===== src/rtl/wwdt_pkg.sv =====
package wwdt_pkg;
   localparam int          BUS_W     = 32;
   localparam int          DELTA_LSB = 16;
   localparam logic [7:0]  CMD_KEY   = 8'hA5;
   localparam logic [31:0] MODE_RST  = 32'h3FFF_2FFF;

   localparam int BIT_IRQEN   = 12;
   localparam int BIT_RSTEN   = 13;
   localparam int BIT_CPUONLY = 14;
   localparam int BIT_OFF     = 15;
   localparam int BIT_DBGH    = 28;
   localparam int BIT_IDLEH   = 29;

   typedef enum logic [1:0] {
      SEL_CTRL = 2'd0,
      SEL_MODE = 2'd1,
      SEL_STAT = 2'd2,
      SEL_NONE = 2'd3
   } wwdt_sel_e;

   typedef struct packed {
      logic idle_halt;
      logic dbg_halt;
      logic off;
      logic cpu_only;
      logic rst_en;
      logic irq_en;
   } wwdt_ctl_t;

   function automatic wwdt_ctl_t decode_ctl(input logic [BUS_W-1:0] m);
      wwdt_ctl_t c;
      c.idle_halt = m[BIT_IDLEH];
      c.dbg_halt  = m[BIT_DBGH];
      c.off       = m[BIT_OFF];
      c.cpu_only  = m[BIT_CPUONLY];
      c.rst_en    = m[BIT_RSTEN];
      c.irq_en    = m[BIT_IRQEN];
      return c;
   endfunction
endpackage


===== src/rtl/wwdt_modereg.sv =====
module wwdt_modereg
   import wwdt_pkg::*;
#(
   parameter logic [BUS_W-1:0] RST_VAL = MODE_RST
) (
   input  logic             clk,
   input  logic             rst_n,
   input  logic             wr_i,
   input  logic [BUS_W-1:0] wdata_i,
   output logic [BUS_W-1:0] mode_o,
   output logic             accept_o
);
   logic             locked_q;
   logic [BUS_W-1:0] mode_q;

   assign accept_o = wr_i && !locked_q;
   assign mode_o   = mode_q;

   always_ff @(posedge clk) begin
      if (!rst_n) begin
         mode_q   <= RST_VAL;
         locked_q <= 1'b0;
      end else if (accept_o) begin
         mode_q   <= wdata_i;
         locked_q <= 1'b1;
      end
   end


   mode_lock_chk: assert property (@(posedge clk) disable iff (!rst_n)
      locked_q |=> $stable(mode_q));
endmodule


===== src/rtl/wwdt_counter.sv =====
module wwdt_counter #(
   parameter int CNT_W = 12
) (
   input  logic             clk,
   input  logic             rst_n,
   input  logic             step_i,
   input  logic             load_i,
   input  logic [CNT_W-1:0] load_val_i,
   input  logic [CNT_W-1:0] reload_i,
   input  logic [CNT_W-1:0] delta_i,
   input  logic             restart_req_i,
   output logic [CNT_W-1:0] cnt_o,
   output logic             early_o,
   output logic             uf_o
);
   localparam logic [CNT_W-1:0] CNT_MAX = {CNT_W{1'b1}};

   logic [CNT_W-1:0] cnt_q, cnt_d;
   logic             above_win, restart_ok;

   always_comb begin
      above_win  = cnt_q > delta_i;
      early_o    = restart_req_i && above_win;
      restart_ok = restart_req_i && !above_win;
      uf_o       = step_i && (cnt_q == '0) && !restart_ok && !load_i;
      if (load_i)               cnt_d = load_val_i;
      else if (restart_ok)      cnt_d = reload_i;
      else if (step_i) begin
         if (cnt_q == '0)       cnt_d = reload_i;
         else                   cnt_d = cnt_q - 1'b1;
      end else                  cnt_d = cnt_q;
   end

   always_ff @(posedge clk) begin
      if (!rst_n) cnt_q <= CNT_MAX;
      else        cnt_q <= cnt_d;
   end

   assign cnt_o = cnt_q;


   dec_step_chk: assert property (@(posedge clk) disable iff (!rst_n)
      (step_i && !load_i && !restart_req_i && cnt_q != '0)
      |=> cnt_q == CNT_W'($past(cnt_q) - 1'b1));

   uf_reload_chk: assert property (@(posedge clk) disable iff (!rst_n)
      uf_o |=> cnt_q == $past(reload_i));

   restart_reload_chk: assert property (@(posedge clk) disable iff (!rst_n)
      (restart_req_i && !early_o && !load_i) |=> cnt_q == $past(reload_i));

   early_hold_chk: assert property (@(posedge clk) disable iff (!rst_n)
      (early_o && !step_i && !load_i) |=> $stable(cnt_q));
endmodule


===== src/rtl/wwdt_fault.sv =====
module wwdt_fault #(
   parameter int RST_STRETCH = 1
) (
   input  logic       clk,
   input  logic       rst_n,
   input  logic       uf_i,
   input  logic       early_i,
   input  logic       clr_i,
   input  logic       irq_en_i,
   input  logic       rst_en_i,
   input  logic       cpu_only_i,
   output logic [1:0] status_o,
   output logic       irq_o,
   output logic       rst_req_o,
   output logic       cpu_only_o
);
   logic [1:0] status_q;
   logic       fault;

   assign fault = uf_i || early_i;

   always_ff @(posedge clk) begin
      if (!rst_n) status_q <= '0;
      else        status_q <= (clr_i ? 2'b00 : status_q) | {early_i, uf_i};
   end

   assign status_o = status_q;
   assign irq_o    = irq_en_i && (status_q != 2'b00);

   generate
      if (RST_STRETCH == 1) begin : g_pulse
         logic rst_q, cpu_q;
         always_ff @(posedge clk) begin
            if (!rst_n) begin
               rst_q <= 1'b0;
               cpu_q <= 1'b0;
            end else begin
               rst_q <= fault && rst_en_i;
               cpu_q <= fault && rst_en_i && cpu_only_i;
            end
         end
         assign rst_req_o  = rst_q;
         assign cpu_only_o = cpu_q;


         rst_gate_chk: assert property (@(posedge clk) disable iff (!rst_n)
            rst_req_o |-> $past(rst_en_i) && $past(uf_i || early_i));
      end else begin : g_stretch
         localparam int SW = $clog2(RST_STRETCH + 1);
         localparam logic [SW-1:0] LEN = SW'(RST_STRETCH);
         logic [SW-1:0] left_q;
         logic          cpu_q;
         always_ff @(posedge clk) begin
            if (!rst_n) begin
               left_q <= '0;
               cpu_q  <= 1'b0;
            end else if (fault && rst_en_i) begin
               left_q <= LEN;
               cpu_q  <= cpu_only_i;
            end else if (left_q != '0) begin
               left_q <= left_q - 1'b1;
            end
         end
         assign rst_req_o  = left_q != '0;
         assign cpu_only_o = rst_req_o && cpu_q;
      end
   endgenerate


   clear_chk: assert property (@(posedge clk) disable iff (!rst_n)
      (clr_i && !fault) |=> status_q == 2'b00);

   cpu_qual_chk: assert property (@(posedge clk) disable iff (!rst_n)
      cpu_only_o |-> rst_req_o);
endmodule


===== src/rtl/wwdt_top.sv =====
module wwdt_top
   import wwdt_pkg::*;
#(
   parameter int CNT_W       = 12,
   parameter int RST_STRETCH = 1
) (
   input  logic        clk,
   input  logic        rst_n,
   input  logic        tick_i,
   input  logic        core_idle_i,
   input  logic        dbg_halt_i,
   input  logic        bus_wr_i,
   input  logic        bus_rd_i,
   input  logic [1:0]  bus_addr_i,
   input  logic [31:0] bus_wdata_i,
   output logic [31:0] bus_rdata_o,
   output logic        irq_o,
   output logic        rst_req_o,
   output logic        cpu_rst_only_o
);
   localparam int KEY_LSB = BUS_W - 8;

   initial begin
      cnt_w_range_chk: assert (CNT_W >= 2 && CNT_W <= 12);
      stretch_range_chk: assert (RST_STRETCH >= 1 && RST_STRETCH <= 255);
   end

   wwdt_sel_e        sel;
   logic [BUS_W-1:0] mode;
   wwdt_ctl_t        ctl;
   logic             mode_ld, halted, step, cmd_ok, restart_req;
   logic [CNT_W-1:0] cnt, reload, delta;
   logic             early, uf;
   logic [1:0]       status;
   logic [BUS_W-1:0] rdata_q;

   assign sel = wwdt_sel_e'(bus_addr_i);

   wwdt_modereg u_mode (
      .clk      (clk),
      .rst_n    (rst_n),
      .wr_i     (bus_wr_i && sel == SEL_MODE),
      .wdata_i  (bus_wdata_i),
      .mode_o   (mode),
      .accept_o (mode_ld)
   );

   always_comb begin
      ctl         = decode_ctl(mode);
      reload      = mode[CNT_W-1:0];
      delta       = mode[DELTA_LSB +: CNT_W];
      halted      = (core_idle_i && ctl.idle_halt) || (dbg_halt_i && ctl.dbg_halt);
      step        = tick_i && !halted && !ctl.off;
      cmd_ok      = bus_wr_i && sel == SEL_CTRL
                    && bus_wdata_i[BUS_W-1:KEY_LSB] == CMD_KEY && bus_wdata_i[0];
      restart_req = cmd_ok && !ctl.off;
   end

   wwdt_counter #(.CNT_W(CNT_W)) u_cnt (
      .clk           (clk),
      .rst_n         (rst_n),
      .step_i        (step),
      .load_i        (mode_ld),
      .load_val_i    (bus_wdata_i[CNT_W-1:0]),
      .reload_i      (reload),
      .delta_i       (delta),
      .restart_req_i (restart_req),
      .cnt_o         (cnt),
      .early_o       (early),
      .uf_o          (uf)
   );

   wwdt_fault #(.RST_STRETCH(RST_STRETCH)) u_fault (
      .clk        (clk),
      .rst_n      (rst_n),
      .uf_i       (uf),
      .early_i    (early),
      .clr_i      (bus_rd_i && sel == SEL_STAT),
      .irq_en_i   (ctl.irq_en),
      .rst_en_i   (ctl.rst_en),
      .cpu_only_i (ctl.cpu_only),
      .status_o   (status),
      .irq_o      (irq_o),
      .rst_req_o  (rst_req_o),
      .cpu_only_o (cpu_rst_only_o)
   );

   always_ff @(posedge clk) begin
      if (!rst_n) rdata_q <= '0;
      else if (bus_rd_i) begin
         case (sel)
            SEL_MODE: rdata_q <= mode;
            SEL_STAT: rdata_q <= {{(BUS_W-2){1'b0}}, status};
            default:  rdata_q <= '0;
         endcase
      end else rdata_q <= '0;
   end

   assign bus_rdata_o = rdata_q;


   off_freeze_chk: assert property (@(posedge clk) disable iff (!rst_n)
      (ctl.off && !mode_ld) |=> $stable(cnt));

   off_quiet_chk: assert property (@(posedge clk) disable iff (!rst_n)
      ctl.off |-> !(uf || early));

   halt_freeze_chk: assert property (@(posedge clk) disable iff (!rst_n)
      (halted && !mode_ld && !restart_req) |=> $stable(cnt));
endmodule


===== config.mk =====
export PLATFORM = sky130hd
export DESIGN_NAME = wwdt_top
export DESIGN_NICKNAME = d
export VERILOG_FILES = /design/src/rtl/wwdt_pkg.sv /design/src/rtl/wwdt_modereg.sv /design/src/rtl/wwdt_counter.sv /design/src/rtl/wwdt_fault.sv /design/src/rtl/wwdt_top.sv
export SDC_FILE = /design/constraint.sdc
export NUM_CORES = 1
export LEC_CHECK = 0
export CAP_MARGIN = 0
export CORE_MARGIN = 1.5
export CORE_UTILIZATION = 39
export CTS_BUF_LIST = sky130_fd_sc_hd__clkbuf_4 sky130_fd_sc_hd__clkbuf_8
export DETAILED_ROUTE_END_ITERATION = 12
export PLACE_DENSITY = 0.73
export SYNTH_ARGS = -nofsm -noshare
export SYNTH_HDL_FRONTEND = slang
export SYNTH_HIERARCHICAL = 1
export SYNTH_SLANG_ARGS = --single-unit

===== constraint.sdc =====
create_clock -name clk -period 2.6 [get_ports clk]
set_input_delay 0.52 -clock clk [delete_from_list [all_inputs] [get_ports clk]]
set_output_delay 0.52 -clock clk [all_outputs]
set_load 0.05 [all_outputs]

### Word-level counts from Yosys, hierarchy flattened

Cells that the tools add are included.
Widths: inputs -> output; s select.

| cells by class | value |
|---|---|
| $add $sub $neg | 1 |
| $mul | 0 |
| divide/modulo/power cells | 0 |
| $lt $le $gt $ge | 1 |
| equality and inequality tests | 3 |
| shift-type cells | 0 |
| multiplexer cells | 6 |
| bitwise gates (word level) | 1 |
| reduce and logical (&&, ||, !) cells | 32 |

Operator list:

| operator | count |
|---|---|
| $pmux 32 s2 | 1 |
| $mux 12 | 4 |
| $logic_and 1x1->1 | 19 |
| $gt 12x12->1 | 1 |
| $logic_not 12->1 | 1 |
| $sub 12x1->12 const B | 1 |
| $eq 8x8->1 const B | 1 |
| $logic_not 1->1 | 6 |
| $reduce_bool 3->1 | 1 |
| $eq 2x1->1 const B | 1 |
| $eq 2x2->1 const B | 1 |
| $logic_not 2->1 | 1 |
| $logic_or 1x1->1 | 2 |
| $mux 2 | 1 |
| $or 2x2->2 | 1 |
| $reduce_and 2->1 | 1 |
| $reduce_bool 2->1 | 1 |

| storage, ports and cells | value |
|---|---|
| register bits | 81 |
| latch bits | 0 |
| bits in writable memories | 0 |
| bits in read-only memories | 0 |
| memories kept | 0 |

### Logic depth before layout (Yosys ltp)

Gate-level depths: netlist of run 1.

| logic depth | value |
|---|---|
| depth in word-level cells | 12 |
| gate-level depth with buffers | 12 |

### Modules after synthesis

Netlist of run 1, hierarchy kept.

Modules (own cells, without submodules):

| module | instances | cells each | area each (um^2) | seq. area each (um^2) |
|---|---|---|---|---|
| wwdt_modereg | 1 | 145 | 1,365.1 | 660.6 |
| wwdt_counter | 1 | 167 | 1,286.2 | 240.2 |
| wwdt_top | 1 | 84 | 1,036.0 | 640.6 |
| wwdt_fault | 1 | 11 | 131.4 | 80.1 |

### Least setup slack after synthesis of run 1

Ideal clock, no wire load.

| timing | value |
|---|---|
| path type | input to register |
| start point | in bus_addr_i[1] |
| end point | reg u_fault.g_pulse.cpu_q (netlist: u_fault/cpu_only_o) |
| arrival time | 2.616 ns |
| required time | 2.485 ns |
| path slack | -0.131 ns |
| stages on the path | 12 |
| path buffers | 5 |
| path through | inv_1 -> ha_1 -> and2_2 -> nor2b_1 -> buf_6 -> buf_6 -> clkbuf_1 -> clkbuf_1 -> buf_1 -> a211oi_1 -> o211a_1 -> and2_1 |

| on the way | value |
|---|---|
| elaborated cells on any way between the ends | 17 |
| classes of those cells | eq/ne: 1; reduce/logical: 16 |

RTL lines:

| item | line | text |
|---|---|---|
| from (decl) | wwdt_top.sv:14 | `input logic [1:0] bus_addr_i,` |
| $eq 2x1->1 | wwdt_top.sv:42 | `.wr_i (bus_wr_i && sel == SEL_MODE),` |
| $logic_and 1x1->1 | wwdt_top.sv:42 |  |
| $logic_and 1x1->1 | wwdt_modereg.sv:16 | `assign accept_o = wr_i && !locked_q;` |
| via mode_ld | wwdt_top.sv:31 | `logic mode_ld, halted, step, cmd_ok, restart_req;` |
| $logic_not 1->1 | wwdt_counter.sv:25 | `uf_o = step_i && (cnt_q == '0) && !restart_ok && !load_i;` |
| $logic_and 1x1->1 | wwdt_counter.sv:25 |  |
| via uf | wwdt_top.sv:33 | `logic early, uf;` |
| $logic_or 1x1->1 | wwdt_fault.sv:20 | `assign fault = uf_i \|\| early_i;` |
| $logic_and 1x1->1 (2 in a row) | wwdt_fault.sv:39 | `cpu_q <= fault && rst_en_i && cpu_only_i;` |
| to (signal assigned) | wwdt_fault.sv:39 |  |
| to (decl) | wwdt_fault.sv:32 | `logic rst_q, cpu_q;` |

The timed path passes the listed nets, and every way through them passes these cells.
A chain may end at the register's enable or synchronous reset.

### Worst setup path in the final report of run 1

| timing | value |
|---|---|
| start point | reg u_mode.mode_q[17] (netlist: u_mode/mode_o[17]) |
| end point | reg u_cnt.cnt_q[5] (netlist: u_cnt/cnt_o[5]) |

| on the way | value |
|---|---|
| longest elaborated chain between the ends | 5 |
| elaborated cells on any way between the ends | 6 |
| classes of those cells | order compare: 1; mux: 2; reduce/logical: 3 |

RTL lines:

| item | line | text |
|---|---|---|
| from (decl) | wwdt_modereg.sv:14 | `logic [BUS_W-1:0] mode_q;` |
| from (signal assigned) | wwdt_modereg.sv:24 | `mode_q <= wdata_i;` |
| $gt 12x12->1 (*) | wwdt_counter.sv:22 | `above_win = cnt_q > delta_i;` |
| $logic_not 1->1 (*) | wwdt_counter.sv:24 | `restart_ok = restart_req_i && !above_win;` |
| $logic_and 1x1->1 (*) | wwdt_counter.sv:24 |  |
| $mux 12 | wwdt_counter.sv:27 | `else if (restart_ok) cnt_d = reload_i;` |
| $mux 12 | wwdt_counter.sv:26 | `if (load_i) cnt_d = load_val_i;` |
| to (signal assigned) | wwdt_counter.sv:36 | `else cnt_q <= cnt_d;` |
| to (decl) | wwdt_counter.sv:18 | `logic [CNT_W-1:0] cnt_q, cnt_d;` |

Mark *: on every way between the ends. The rest lies on a longest branch, timed or not.

==> results of run 1 <==
-- routing by layer --
layer	vias up	global-route usage [%]
li1	1534	-
met1	1409	23.4
met2	64	29.2
met3	9	4.31
met4	0	7.27
met5	-	0
-- logic make-up after synthesis --
logic type      after synthesis  share of synthesized area [%]
compound gates               67                           13.3
xor+xnor                      7                           1.61
fa+ha+maj                    17                           5.57
buf+inv                      74                           9.24
flops                        81                           42.5
mux                          17                           4.72
simple gates                144                           23.1
-- registers in the layout, indices dropped and copies added (netlist names) --
name	flops
u_mode/locked_q	1
u_fault/cpu_only_o	1
u_fault/rst_req_o	1
u_fault/status_o	2
u_cnt/cnt_o	12
u_mode/mode_o	32
bus_rdata_o	32
-- synth_stat cells, types with 2 or more instances --
cell type  count
a211o_1        2
a21oi_1        8
a22oi_1        2
a32oi_1        5
a41oi_1        5
and2_1        13
and2_2        21
buf_1          3
buf_2          8
buf_6          8
clkbuf_1       3
dfxtp_1       81
ha_1          17
inv_1         50
mux2_4         2
mux2i_1       15
nand2_1       24
nand2b_1       2
nand3_1        3
nand3b_1      27
nand4_1        3
nand4bb_1      2
nor2_1        15
nor2b_1       15
nor3_1         9
nor4_1         2
o211ai_1      28
o21a_1         4
o21ai_0        5
o221ai_2       2
or3_1          2
xnor2_1        6
-- through the flow --
| step | utilization (%) | area (um^2) | hold WS, ns |
|---|---|---|---|
| detailed placement | 50.0 | 4680 | 0.451 |
| global placement | 50.0 | 4680 | 0.441 |
| global route | 52.7 | 4940 | 0.479 |
| finish | 52.7 | 4940 | 0.459 |
| floorplan | - | 3820 | 0.430 |
| CTS | 52.6 | 4930 | 0.464 |
-- layout by cell type, fill, tap and decap left out, types with 10 or more instances in the layout --
cell type / count
dfxtp_1: 81
clkdlybuf4s50_1: 74
inv_1: 50
o211ai_1: 28
nand3b_1: 27
nand2_1: 24
and2_2: 21
ha_1: 17
mux2i_1: 15
nor2_1: 14
nor2b_1: 14
and2_1: 13
buf_4: 10
-- worst min-delay path, delay by kind of cell, from the launching register on --
| kind | cells | cell delay [ns] |
|---|---|---|
| DFF | 1 | 0.32 |
| muxes | 1 | 0.05 |
| and+or+nand+nor | 1 | 0.05 |
-- where the power goes --
| group | leakage (nW) | switching, W | internal (W) |
|---|---|---|---|
| logic | 1.44 | 0.000205 | 0.000185 |
| registers | 0.660 | 0.0000289 | 0.00128 |
| clock network | 0.121 | 0.000491 | 0.000648 |
| total | 2.22 | 0.000725 | 0.00212 |
-- worst max path at each step --
stage	from	to	slack [ns]	depth (start not counted)
3_3_place_gp	bus_addr_i[1]	u_cnt/cnt_o[4]$_SDFFE_PN1P_	0.09	9
3_5_place_dp	bus_addr_i[1]	u_cnt/cnt_o[5]$_SDFFE_PN1P_	-0.02	9
5_1_grt	u_mode/mode_o[17]$_SDFFE_PN1P_	u_cnt/cnt_o[5]$_SDFFE_PN1P_	0.02	10
6_report	u_mode/mode_o[17]$_SDFFE_PN1P_	u_cnt/cnt_o[5]$_SDFFE_PN1P_	0.13	10
4_1_cts	u_mode/mode_o[17]$_SDFFE_PN1P_	u_cnt/cnt_o[5]$_SDFFE_PN1P_	0.09	10
2_1_floorplan	bus_addr_i[1]	u_fault/cpu_only_o$_SDFF_PN0_	0.04	12
-- layout make-up --
type	instances	area, um^2	share of cell area (%)
clock buffers	9	124	2.51
clock inverters	7	124	2.51
inverters	50	188	3.80
multi-input cells	252	1860	37.7
flip-flops and latches	81	1620	32.8
well taps	129	161	3.27
repair buffers	87	861	17.4
-- repair_timing --
item,in CTS,in global routing
endpoints found under the hold margin,0,0
setup endpoints to repair,0,7
gates resized for setup,0,3
==> impl_metrics.ini, run 1 <==
[worst_setup_path]
start_kind = register
regToRegSetupSlack_ns = 0.13
arrival_ns = 2.69
crit_chain = inv_1 -> ha_1 -> nor2b_1 -> o211ai_1 -> a211o_1 -> a31o_2 -> a211o_4 -> buf_4 -> nor3_1 -> a41oi_1
r2r_cells = 10
critPathMaxFanout = 9
path_buf_inv = 2
r2r-start = u_mode/mode_o[17]$_SDFFE_PN1P_
required_ns = 2.81
reg2reg_to = u_cnt/cnt_o[5]$_SDFFE_PN1P_
crit_type = reg2reg
cpLargestDelayFamily = compound AO/OA/AOI/OAI gates
max_stage_delay_ns = 0.40
cp-end-kind = register
cp_slowest_cell = a211o_4

[logic_synthesis]
postSynthCellCount = 407
syn-cell-area_um2 = 3820
yosysTopAreaCell = dfxtp_1
avgSynthCellArea_um2 = 9.38
ys_ff_latch = 81
synth_ff_type = dfxtp_1
async_flop_share_pct = 0
synth.area.top_cells = dfxtp_1, ha_1, o211ai_1
ys_seq_area_share_pct = 42.5
syn-num-nets = 465
ys_types = 47
synth_top_area_share_pct = 42.5
ys_warn_count = 6
synth_edf_count = 0

[place]
hpwl_mm = 6.21
finalWeightedCongestion = 0.835
numPlacedInstances = 599
place.port_buffers = 75
dp_slack_ns = -0.0238

[final_layout]
antennaDiodeCount = 0
drive_gt1_share_pct = 12.8
syn_to_final_growth_pct = 29.4
n_fill_cell = 888
final_cells = 615
layout.nets = 539

[routing]
wl_met2_mm = 4.33
first_iter_violations = 94
wl_met3_um = 301
drtAntennaViolNets = 0
drc = 0
vias_per_cell = 4.90
highest_layer = met4
drt_first_pass_iters = 4
wl_met1_mm = 4.22
wl_per_cell_um = 14.6
vias = 3016
wl_mm = 8.99

[clocking]
cts_root_buf = clkbuf_8
cts.sinks = 81
cts.htree.levels = 3
clk_path_buf_depth = 2
clock_latency_ns = 0.37
hold_buffers = 0
cts_setup_buffers = 0
cts_tree = yes
cts_inserted_buffers = 9
clk_pin_slew_worst_paths_ns = 0.09

[grt]
grtUsageTotal_pct = 18.1
grt_pass1_vias = 2987
grt_overflow = 0
grt_start_max_net_pins = 33
antenna_found_initial = 0
grt_first_pass_wirelength_mm = 14.4

[timing]
skew_ns = 0.0120
worst_slew_pin_slew_ns = 0.549
worst_slack_ns = 0.129
final-max-slew-violation-count = 0
final-setup-viol-count = 0
max_freq_mhz = 405
rsz0062_at_grt = no
setup_tns_ns = 0
fin_crit_sh_pct = 95.0
slew_headroom_pct = 63.4
hold_viol = 0
finalCriticalPeriod_ns = 2.47

[floorplan]
io_pins = 76
initial_core_util_pct = 40.7
die_w_um = 102
die_area_um2 = 10400
die_y_um = 102
rows = 35
coreArea_um2 = 9370

[power]
powerDensity_nw_per_um2 = 575
finalPower_w = 0.00284
worst_ir_drop_vdd_mv = 0.282
p_leak_nw = 2.22

[outcome]
status = finished, final reports clean

[min_path]
hp-start = u_mode/mode_o[31]$_SDFFE_PN0P_
min_path_type = reg2reg
hold_depth = 2
hold_end = u_mode/mode_o[31]$_SDFFE_PN0P_

[run]
drv_cap = 0
No activity file was read; power rests on OpenSTA's default activity.
==> inputs of run 2 (changes only) <==
--- a/config.mk
+++ b/config.mk
@@ -11,6 +11,7 @@
 export CTS_BUF_LIST = sky130_fd_sc_hd__clkbuf_4 sky130_fd_sc_hd__clkbuf_8
 export DETAILED_ROUTE_END_ITERATION = 12
 export PLACE_DENSITY = 0.73
+export SETUP_SLACK_MARGIN = 0.5
 export SYNTH_ARGS = -nofsm -noshare
 export SYNTH_HDL_FRONTEND = slang
 export SYNTH_HIERARCHICAL = 1
==> impl_metrics.ini, run 2 (synthesis results as in run 1) <==
[clocking]
cts.htree.levels = 3
clk_pin_slew_worst_paths_ns = 0.10
cts.sinks = 81
clk_path_buf_depth = 2
cts_inserted_buffers = 9
clock_latency_ns = 0.37
cts_tree = yes
cts_root_buf = clkbuf_8
hold_buffers = 0

[place]
place.port_buffers = 75
hpwl_mm = 6.17
finalWeightedCongestion = 0.839
numPlacedInstances = 597

[timing]
rsz0062_at_grt = yes
setup_tns_ns = 0
hold_viol = 0
max_freq_mhz = 434
final-max-slew-violation-count = 0
worst_slew_pin_slew_ns = 0.760
skew_ns = 0.0141
finalCriticalPeriod_ns = 2.30
final-setup-viol-count = 0
fin_crit_sh_pct = 88.5
slew_headroom_pct = 49.3

[grt]
antenna_found_initial = 0
grt_first_pass_wirelength_mm = 15.3
grt_pass1_vias = 3152
grt_overflow = 0
grt_start_max_net_pins = 31
grtUsageTotal_pct = 19.0

[run]
drv_cap = 0

[power]
sequentialPowerShare_pct = 49.3
powerDensity_nw_per_um2 = 515
pwr-share-clk_pct = 32.9
switchingPower_w = 0.000783
swShare_pct = 29.3
comb_power_share_pct = 17.8
power.internal_w = 0.00189
worst_ir_drop_vdd_mv = 0.287
p_leak_nw = 2.30

[routing]
drt_first_pass_iters = 4
wl_per_cell_um = 15.0
wl_mm = 9.36
vias = 3203
first_iter_violations = 121
vias_per_cell = 5.12
drtAntennaViolNets = 0
drc = 0

[worst_setup_path]
max_stage_delay_ns = 0.46
required_ns = 2.88
reg2reg_to = u_cnt/cnt_o[5]$_SDFFE_PN1P_
r2r_cells = 9
path_buf_inv = 5
start_kind = input pin
arrival_ns = 2.58
cp-end-kind = register
r2r-start = u_cnt/cnt_o[6]$_SDFFE_PN1P_
regToRegSetupSlack_ns = 0.30
crit_type = in2reg
crit_chain = clkdlybuf4s50_1 -> inv_1 -> ha_1 -> nand4bb_1 -> nor3_2 -> buf_4 -> a21oi_4 -> buf_12 -> buf_12 -> mux2i_4 -> a32oi_1
path_common_cell = buf_12
cpLargestDelayFamily = buffers and inverters
critPathMaxFanout = 5
cp_slowest_cell = clkdlybuf4s50_1

[floorplan]
rows = 35
initial_core_util_pct = 40.7
die_y_um = 102
die_w_um = 102
coreArea_um2 = 9370
io_pins = 76
die_area_um2 = 10400

[min_path]
hp-start = u_mode/mode_o[31]$_SDFFE_PN0P_
min_path_type = reg2reg
hold_depth = 2
hold_end = u_mode/mode_o[31]$_SDFFE_PN0P_

[final_layout]
final_cells = 626
layout_commonest_cell = clkdlybuf4s50_1
drive_gt1_share_pct = 20.9
antennaDiodeCount = 0
layout.nets = 550
layout_common_cells = clkdlybuf4s50_1, dfxtp_1, inv_1
syn_to_final_growth_pct = 35.8

[outcome]
status = finished, final reports clean
[run 2: stage by stage]
stage                     total power [W]  utilization, %  instance area, um^2  hold slack (ns)  setup slack (ns)
after floorplan                   0.00159               -                 3900            0.430             0.456
after global placement            0.00172            50.1                 4700            0.441           -0.0413
after detailed placement          0.00173            50.1                 4700            0.449            -0.181
after CTS                         0.00265            54.0                 5060            0.472             0.337
after global routing              0.00280            55.4                 5190            0.477             0.209
final                             0.00267            55.4                 5190            0.464             0.298
[run 2: tightest hold or removal path: stages (launching register included)]
cell and delay [ns]:
dfxtp_1 0.32, nand2_1 0.05, mux2i_1 0.05
[run 2: cell type report]
class	instances	area [um^2]
Multi-Input combinational cell	253	2040
Clock buffer	9	124
Clock inverter	7	61.3
Inverter	50	200
Timing Repair Buffer	97	961
Sequential cell	81	1640
Fill cell	847	4180
Tap cell	129	161
[run 2: power by group through the flow]
stage               Sequential [W]  Combinational (W)  Clock (W)
finish                     0.00132           0.000475   0.000880
CTS                        0.00131           0.000436   0.000900
detailed placement         0.00134           0.000385          0
global route               0.00132           0.000516   0.000958
floorplan                  0.00137           0.000219          0
global placement           0.00134           0.000375          0
[run 2: routing by layer]
layer	up-vias	GRT usage, %	share of wire, %
met4	0	9.69	2.9
li1	1560	-	-
met1	1531	23.5	44
met5	-	0	0
met2	89	31.6	49
met3	23	3.49	4.6
[run 2: what timing repair did]
item	CTS	global route
setup buffers	9	2
endpoints found under the setup margin	14	15
gates resized for setup	21	20
cloned	2	0
pin swaps	12	10
[run 2: worst max-delay path by stage]
| stage | start | endpoint | slack [ns] | depth (start not counted) |
|---|---|---|---|---|
| floorplan | bus_addr_i[1] | u_fault/cpu_only_o$_SDFF_PN0_ | 0.46 | 12 |
| global placement | bus_addr_i[1] | u_cnt/cnt_o[10]$_SDFFE_PN1P_ | -0.04 | 9 |
| detailed placement | bus_addr_i[1] | u_cnt/cnt_o[8]$_SDFFE_PN1P_ | -0.18 | 9 |
| CTS | u_mode/mode_o[17]$_SDFFE_PN1P_ | u_cnt/cnt_o[7]$_SDFFE_PN1P_ | 0.34 | 11 |
| global route | bus_addr_i[0] | u_cnt/cnt_o[7]$_SDFFE_PN1P_ | 0.21 | 11 |
| finish | bus_addr_i[0] | u_cnt/cnt_o[7]$_SDFFE_PN1P_ | 0.30 | 11 |
==> inputs of run 3 (changes only) <==
--- a/config.mk
+++ b/config.mk
@@ -9,6 +9,7 @@
 export CORE_MARGIN = 1.5
 export CORE_UTILIZATION = 39
 export CTS_BUF_LIST = sky130_fd_sc_hd__clkbuf_4 sky130_fd_sc_hd__clkbuf_8
+export CTS_CLUSTER_DIAMETER = 40
 export DETAILED_ROUTE_END_ITERATION = 12
 export PLACE_DENSITY = 0.73
 export SETUP_SLACK_MARGIN = 0.5
==> results of run 3 <==
No change in the layout: final DEF, timing and power equal those of run 2.
